### src/rtl/sharer_dir_pkg.sv
// Package: shared request encoding for the sharer directory.
// Assumes: the op code values are fixed, because the requester encodes them.
package sharer_dir_pkg;
    typedef enum logic [1:0] {
        OP_LOAD_FILL = 2'd0,
        OP_STORE     = 2'd1,
        OP_L1_EVICT  = 2'd2,
        OP_L2_EVICT  = 2'd3
    } dir_op_e;
endpackage

### src/rtl/sharer_dir_cam.sv
// Module: associative lookup over the directory tags.
// What it does: compares the request address against every valid tag and reports
// hit plus index. It also finds the lowest-numbered free entry.
// Assumes: at most one valid tag matches any address (the top never duplicates).
module sharer_dir_cam #(
    parameter int ENTRIES = 4,
    parameter int ADDR_W  = 12,
    localparam int IDX_W  = (ENTRIES > 1) ? $clog2(ENTRIES) : 1
) (
    input  logic [ENTRIES-1:0][ADDR_W-1:0] tags,
    input  logic [ENTRIES-1:0]             valid,
    input  logic [ADDR_W-1:0]              lookup_addr,
    output logic                           hit,
    output logic [IDX_W-1:0]               hit_idx,
    output logic                           free_any,
    output logic [IDX_W-1:0]               free_idx
);
    logic [ENTRIES-1:0] match;

    // Per-entry comparator, one per table slot.
    for (genvar e = 0; e < ENTRIES; e++) begin : g_cmp
        assign match[e] = valid[e] && (tags[e] == lookup_addr);
    end

    // Encode the matching slot (unique by assumption).
    always_comb begin
        hit_idx = '0;
        for (int e = 0; e < ENTRIES; e++) begin
            if (match[e]) hit_idx = IDX_W'(e);
        end
        hit = |match;
    end

    // Pick the lowest-numbered free slot for allocation.
    always_comb begin
        free_idx = '0;
        for (int e = ENTRIES - 1; e >= 0; e--) begin
            if (!valid[e]) free_idx = IDX_W'(e);
        end
        free_any = ~&valid;
    end
endmodule

### src/rtl/sharer_dir_update.sv
// Module: next-state rule for one presence vector.
// What it does: given the op, the requesting core and the current vector, it
// produces the new vector, the invalidation targets and whether the entry stays valid.
// Assumes: cur_vec is zero when hit is low.
module sharer_dir_update
    import sharer_dir_pkg::*;
#(
    parameter int NUM_CORES = 8,
    localparam int CORE_W   = $clog2(NUM_CORES)
) (
    input  dir_op_e              op,
    input  logic [CORE_W-1:0]    core,
    input  logic                 hit,
    input  logic [NUM_CORES-1:0] cur_vec,
    output logic [NUM_CORES-1:0] next_vec,
    output logic [NUM_CORES-1:0] inv,
    output logic                 keep
);
    logic [NUM_CORES-1:0] core_bit;

    // One-hot of the requesting core.
    always_comb core_bit = {{(NUM_CORES-1){1'b0}}, 1'b1} << core;

    // Apply the coherence rule for the request kind.
    always_comb begin
        next_vec = cur_vec;
        inv      = '0;
        unique case (op)
            OP_LOAD_FILL: next_vec = cur_vec | core_bit;
            OP_STORE: begin
                inv      = cur_vec & ~core_bit;
                next_vec = cur_vec & core_bit;
            end
            OP_L1_EVICT: next_vec = cur_vec & ~core_bit;
            OP_L2_EVICT: begin
                inv      = cur_vec;
                next_vec = '0;
            end
        endcase
        if (!hit && op != OP_LOAD_FILL) begin
            inv      = '0;
            next_vec = '0;
        end
        keep = |next_vec;
    end
endmodule

### src/rtl/sharer_dir.sv
// Module: top of the second-level-side sharer directory.
// What it does: holds tag, valid and presence vector per entry. It accepts one
// request per cycle and registers any invalidation as a one-cycle pulse.
// Assumes: ENTRIES is a power of two; the requester holds a refused request
// stable or replaces it with another kind.
module sharer_dir
    import sharer_dir_pkg::*;
#(
    parameter int NUM_CORES = 8,
    parameter int ENTRIES   = 4,
    parameter int ADDR_W    = 12,
    localparam int CORE_W   = $clog2(NUM_CORES),
    localparam int IDX_W    = (ENTRIES > 1) ? $clog2(ENTRIES) : 1
) (
    input  logic                 clk,
    input  logic                 rst_n,
    input  logic                 req_valid,
    input  logic [1:0]           req_op,
    input  logic [ADDR_W-1:0]    req_addr,
    input  logic [CORE_W-1:0]    req_core,
    output logic                 req_ready,
    output logic                 inv_valid,
    output logic [NUM_CORES-1:0] inv_vec
);
    logic [ENTRIES-1:0][ADDR_W-1:0]    tag_q;
    logic [ENTRIES-1:0]                vld_q;
    logic [ENTRIES-1:0][NUM_CORES-1:0] vec_q;
    logic                              inv_valid_q;
    logic [NUM_CORES-1:0]              inv_vec_q;

    dir_op_e              op;
    logic                 hit, free_any, tbl_full_stall, accept, wr_en, keep;
    logic [IDX_W-1:0]     hit_idx, free_idx, tgt_idx;
    logic [NUM_CORES-1:0] cur_vec, next_vec, inv;

    // Decode the op field into the shared enum.
    always_comb op = dir_op_e'(req_op);

    sharer_dir_cam #(.ENTRIES(ENTRIES), .ADDR_W(ADDR_W)) cam_i (
        .tags(tag_q), .valid(vld_q), .lookup_addr(req_addr),
        .hit(hit), .hit_idx(hit_idx), .free_any(free_any), .free_idx(free_idx)
    );

    // Read the matching vector, or zero on a miss.
    always_comb cur_vec = hit ? vec_q[hit_idx] : '0;

    sharer_dir_update #(.NUM_CORES(NUM_CORES)) upd_i (
        .op(op), .core(req_core), .hit(hit), .cur_vec(cur_vec),
        .next_vec(next_vec), .inv(inv), .keep(keep)
    );

    // Handshake: refuse during an invalidation pulse or a load miss into a full table.
    always_comb begin
        tbl_full_stall = req_valid && (op == OP_LOAD_FILL) && !hit && !free_any;
        req_ready      = !inv_valid_q && !tbl_full_stall;
        accept         = req_valid && req_ready;
        wr_en          = accept && (hit || (op == OP_LOAD_FILL && free_any));
        tgt_idx        = hit ? hit_idx : free_idx;
    end

    // Table state update.
    always_ff @(posedge clk) begin
        if (!rst_n) begin
            vld_q <= '0;
            vec_q <= '0;
            tag_q <= '0;
        end else if (wr_en) begin
            vld_q[tgt_idx] <= keep;
            vec_q[tgt_idx] <= next_vec;
            if (!hit) tag_q[tgt_idx] <= req_addr;
        end
    end

    // Register the invalidation pulse.
    always_ff @(posedge clk) begin
        if (!rst_n) begin
            inv_valid_q <= 1'b0;
            inv_vec_q   <= '0;
        end else begin
            inv_valid_q <= accept && (|inv);
            inv_vec_q   <= accept ? inv : '0;
        end
    end

    assign inv_valid = inv_valid_q;
    assign inv_vec   = inv_vec_q;
endmodule

### config.mk
export PLATFORM = sky130hd
export DESIGN_NAME = sharer_dir
export DESIGN_NICKNAME = d
export VERILOG_FILES = /design/src/rtl/sharer_dir_pkg.sv /design/src/rtl/sharer_dir_cam.sv /design/src/rtl/sharer_dir_update.sv /design/src/rtl/sharer_dir.sv
export SDC_FILE = /design/constraint.sdc
export NUM_CORES = 1
export LEC_CHECK = 0
export BUFFER_PORTS_ARGS = -buffer_cell sky130_fd_sc_hd__buf_2
export CORE_UTILIZATION = 35
export CTS_CLUSTER_SIZE = 28
export DETAILED_ROUTE_END_ITERATION = 7
export GPL_TIMING_DRIVEN = 1
export PLACE_DENSITY_LB_ADDON = 0.15
export RECOVER_POWER = 25
export SETUP_SLACK_MARGIN = 0.5
export SLEW_MARGIN = 20
export SYNTH_ARGS = -nofsm -noshare
export SYNTH_HDL_FRONTEND = slang
export SYNTH_SLANG_ARGS = --single-unit
### constraint.sdc
create_clock -name clk -period 3.9 [get_ports clk]
set_clock_uncertainty 0.05 [all_clocks]
set_input_delay 0.39 -clock clk [delete_from_list [all_inputs] [get_ports clk]]
set_output_delay 0.39 -clock clk [all_outputs]
set_load 0.005 [all_outputs]
==> results by group <==
Final layout
  • Area grow syn2layout: 8.025%
  • Share of post-route cells with drive strength above 1: 0.1695
  • ANT cells: 0
  • Final net count: between 500 and 600

Worst setup path
  • WP buf/inv: 0
  • CP top delay family: simple AND/OR/NAND/NOR gates
  • Setup CP Type: reg2reg
  • Worst Path Required: ~4.0 ns
  • Reg2reg start: tag_q[17]
  • Setup crit start kind: register
  • Critical Path AT: roughly 3.4 ns
  • CP max-delay cell: nor4_4
  • CP max FO: 10
  • CP peak stage delay: around 0.72 ns
  • CP most frequent cell: nor4_4
  • Critical-path cell list: xnor2_1 -> nand3_1 -> nor4_4 -> mux2i_1 -> o221ai_2 -> and2_4 -> or2_4 -> nor4_4 -> a31oi_1
  • CP startpoint: tag_q[17]
  • Worst setup EP type: register

Timing
  • FMAX: 311.0 MHz
  • Period utilisation layout: 0.8244
  • Slew @ Worst Pin: a little under 1 ns
  • Final hold vios: 0
  • Final slew viol count: 0
  • Tmin final: between 3 and 4 ns
  • Setup TNS: 0 ns
  • RSZ-0062 raised after global routing: no
  • Hold_ws: 0.3062 ns
  • Final setup viols: 0
  • Worst slew margin relative to its limit: 0.3398

Global routing
  • Largest net degree at the start of global routing: 49
  • Gr ovfl total: 0
  • Initial antenna violation count: 0
  • Vias in the first global route: ~4000
  • Total track usage: 0.1926
  • First-pass GRT wire length: 21900 um

Placement
  • Gpl congestion: between 0.7 and 0.8
  • IO buf count: 29
  • Post-DP HPWL: approximately 9600 um

Clocking
  • Hold_buf cts: 0
  • Clk_lat worst skew: around 0.36 ns
  • CTS HTree Levels: 3
  • TritonCTS Buffers: 9
  • CTS sink count: slightly above 90
  • CTS Buffer Depth: 2
  • Clock-pin slew on the worst setup and hold paths: ~0.07 ns
  • Clock root cell: clkbuf_16
  • Post-CTS Resized: 0
  • Clock tree from TritonCTS: done

Floorplan
  • Die Width: ~120 um
  • Area of the die: 15370 um^2
  • Top-Level Pins: 30
  • Initial Util: 0.3583
  • FP Rows: between 40 and 50
  • Core ar.: about 15000 um^2
  • Die Y: between 100 and 150 um

Power
  • Clk network pwr share: 0.428
  • Switch share: 0.2665
  • Static Leak: ~1.8 nW
  • Gate power share: 0.090
  • Seq pwr share: 0.483
  • VDD IR max: between 0.0002 and 0.00025 V
  • Sw Pwr: around 530 uW
  • Pint: 1.465 mW
  • Pwr Density: roughly 350 nW/um^2

Logic synthesis
  • Synth Flop Type: dfxtp_1
  • Most common cell in the netlist: dfxtp_1
  • Netlist cell types: 66
  • Yosys warns: 0
  • Synth cell count leaders: 93 x dfxtp_1, 65 x nor2_1, 61 x nand2_1
  • Synth area leader: dfxtp_1
  • Synthesized area: roughly 5200 um^2
  • Top cells by area, synth: dfxtp_1 36%, mux2i_1 6.0%, xnor2_1 5.2%
  • Async set or reset register ratio after synthesis: 0
  • Syn nets: ~590
  • Post-synth EDFFs: 0
  • Yosys top cell area share: 0.3575
  • Syn avg cell area: ~9.1 um^2
  • Seq cells post-synth: 93
  • Post-Synthesis Cells: 573
  • Seq/Total Area, Yosys: 0.3575

Min path
  • Min-delay src: rst_n
  • Min-Delay Path Class: in2reg

Detailed routing
  • Initial DRC count: roughly 320
  • DR vias: approximately 4100
  • DRC violations left: 0
  • DRT antenna net count: 0
  • Routed wire per std cell: 17.44 um
  • Final wirelength: 13390 um
  • TritonRoute pass-1 iters: 4
  • Routed vias/inst: about 5.3

Job
  • Max-cap viol count: 0

Run status
  • Status: finished clean
[worst reg2reg max path: stages, from the launching register on]
cell and delay (ns):
dfxtp_1 0.32, xnor2_1 0.27, nand3_1 0.22, nor4_4 0.72, mux2i_1 0.36, o221ai_2 0.12
and2_4 0.20, or2_4 0.26, nor4_4 0.37, a31oi_1 0.14
[power by group through the flow]
stage / clock (mW) / sequential [mW] / combinational, mW
global placement: 0 / 0.986 / 0.181
global route: 0.915 / 0.965 / 0.197
CTS: 0.880 / 0.964 / 0.182
floorplan: 0 / 0.985 / 0.148
detailed placement: 0 / 0.986 / 0.181
finish: 0.854 / 0.964 / 0.179
[placed cells by master (no fill, tap or decap), drive strengths merged, types with 2 or more instances in the layout]
master | Yosys | layout
nand4 | 15 | 15
buf | 27 | 30
inv | 5 | 9
o32a | 2 | 2
nand2 | 61 | 61
o41ai | 2 | 2
dfxtp | 93 | 93
mux2i | 31 | 31
mux2 | 3 | 3
nor2 | 70 | 70
a21o | 2 | 2
a22oi | 3 | 3
nand3 | 41 | 41
o31a | 4 | 4
nand2b | 3 | 3
a31oi | 5 | 5
clkbuf | 15 | 17
nor2b | 4 | 4
o221ai | 2 | 2
o41a | 4 | 4
a211oi | 22 | 22
or2 | 3 | 3
and2 | 4 | 4
and3 | 2 | 2
nor3 | 10 | 10
xnor2 | 48 | 48
a2111oi | 2 | 2
nor4 | 13 | 13
o21ai | 22 | 22
a21oi | 46 | 46
[path summary, 6_finish.rpt]
check / slack, ns / cells after the start / endpoint
max: 0.68 / 9 / vld_q[2]
max reg2reg: 0.68 / 9 / vld_q[2]
min reg2reg: 0.42 / 2 / tag_q[5]
min: 0.31 / 3 / vld_q[1]
[per-stage QoR]
step	cell area [um^2]	power, mW	std cells	setup slack [ns]	util
3_5_place_dp	5370	1.168	751	0.3820	0.3695
4_1_cts	5650	2.026	767	0.7198	0.3888
6_report	5625	1.997	768	0.6847	0.3871
5_1_grt	5625	2.077	768	0.3290	0.3871
3_3_place_gp	5370	1.167	751	0.4091	0.3695
2_1_floorplan	5207	1.132	573	1.108	-
[layout make-up]
class | instances | area (um^2)
well taps | 184 | 230.2
multi-input cells | 433 | 3029
flip-flops and latches | 93 | 1862
clock buffers | 10 | 229.0
clock inverters | 6 | 51.30
inverters | 5 | 18.77
repair buffers | 37 | 205.2
fillers | 1550 | 8909
[kinds of logic (layout without fill, tap and decap cells)]
logic type / Yosys count / in the layout / synth area share
AOI/OAI and AO/OA: 122 / 122 / 0.1653
muxes: 34 / 34 / 0.06679
buffers and inverters: 47 / 58 / 0.05742
xor gates and xnor gates: 48 / 48 / 0.1139
DFF: 93 / 93 / 0.3575
and+or+nand+nor: 229 / 229 / 0.2391
[sequential cells by signal (all words and copies together), names as in the netlist]
register   cells
vec_q         32
inv_valid      1
inv_vec        8
tag_q         48
vld_q          4
[repair_timing]
action	in CTS	in global routing
setup endpoints to repair	0	5
setup buffers	0	1
hold endpoints to repair	0	0
[layer usage]
| layer | routed length (um) | share of wire | global-route usage | up-vias |
|---|---|---|---|---|
| li1 | - | - | - | 2041 |
| met1 | 6330 | 0.47 | 0.2538 | 1946 |
| met2 | 6393 | 0.48 | 0.3174 | 70 |
| met3 | 527 | 0.039 | 0.04579 | 9 |
| met4 | 141 | 0.011 | 0.04390 | 0 |
| met5 | 0 | 0 | 0 | - |
(Power assumes the default switching activity.)
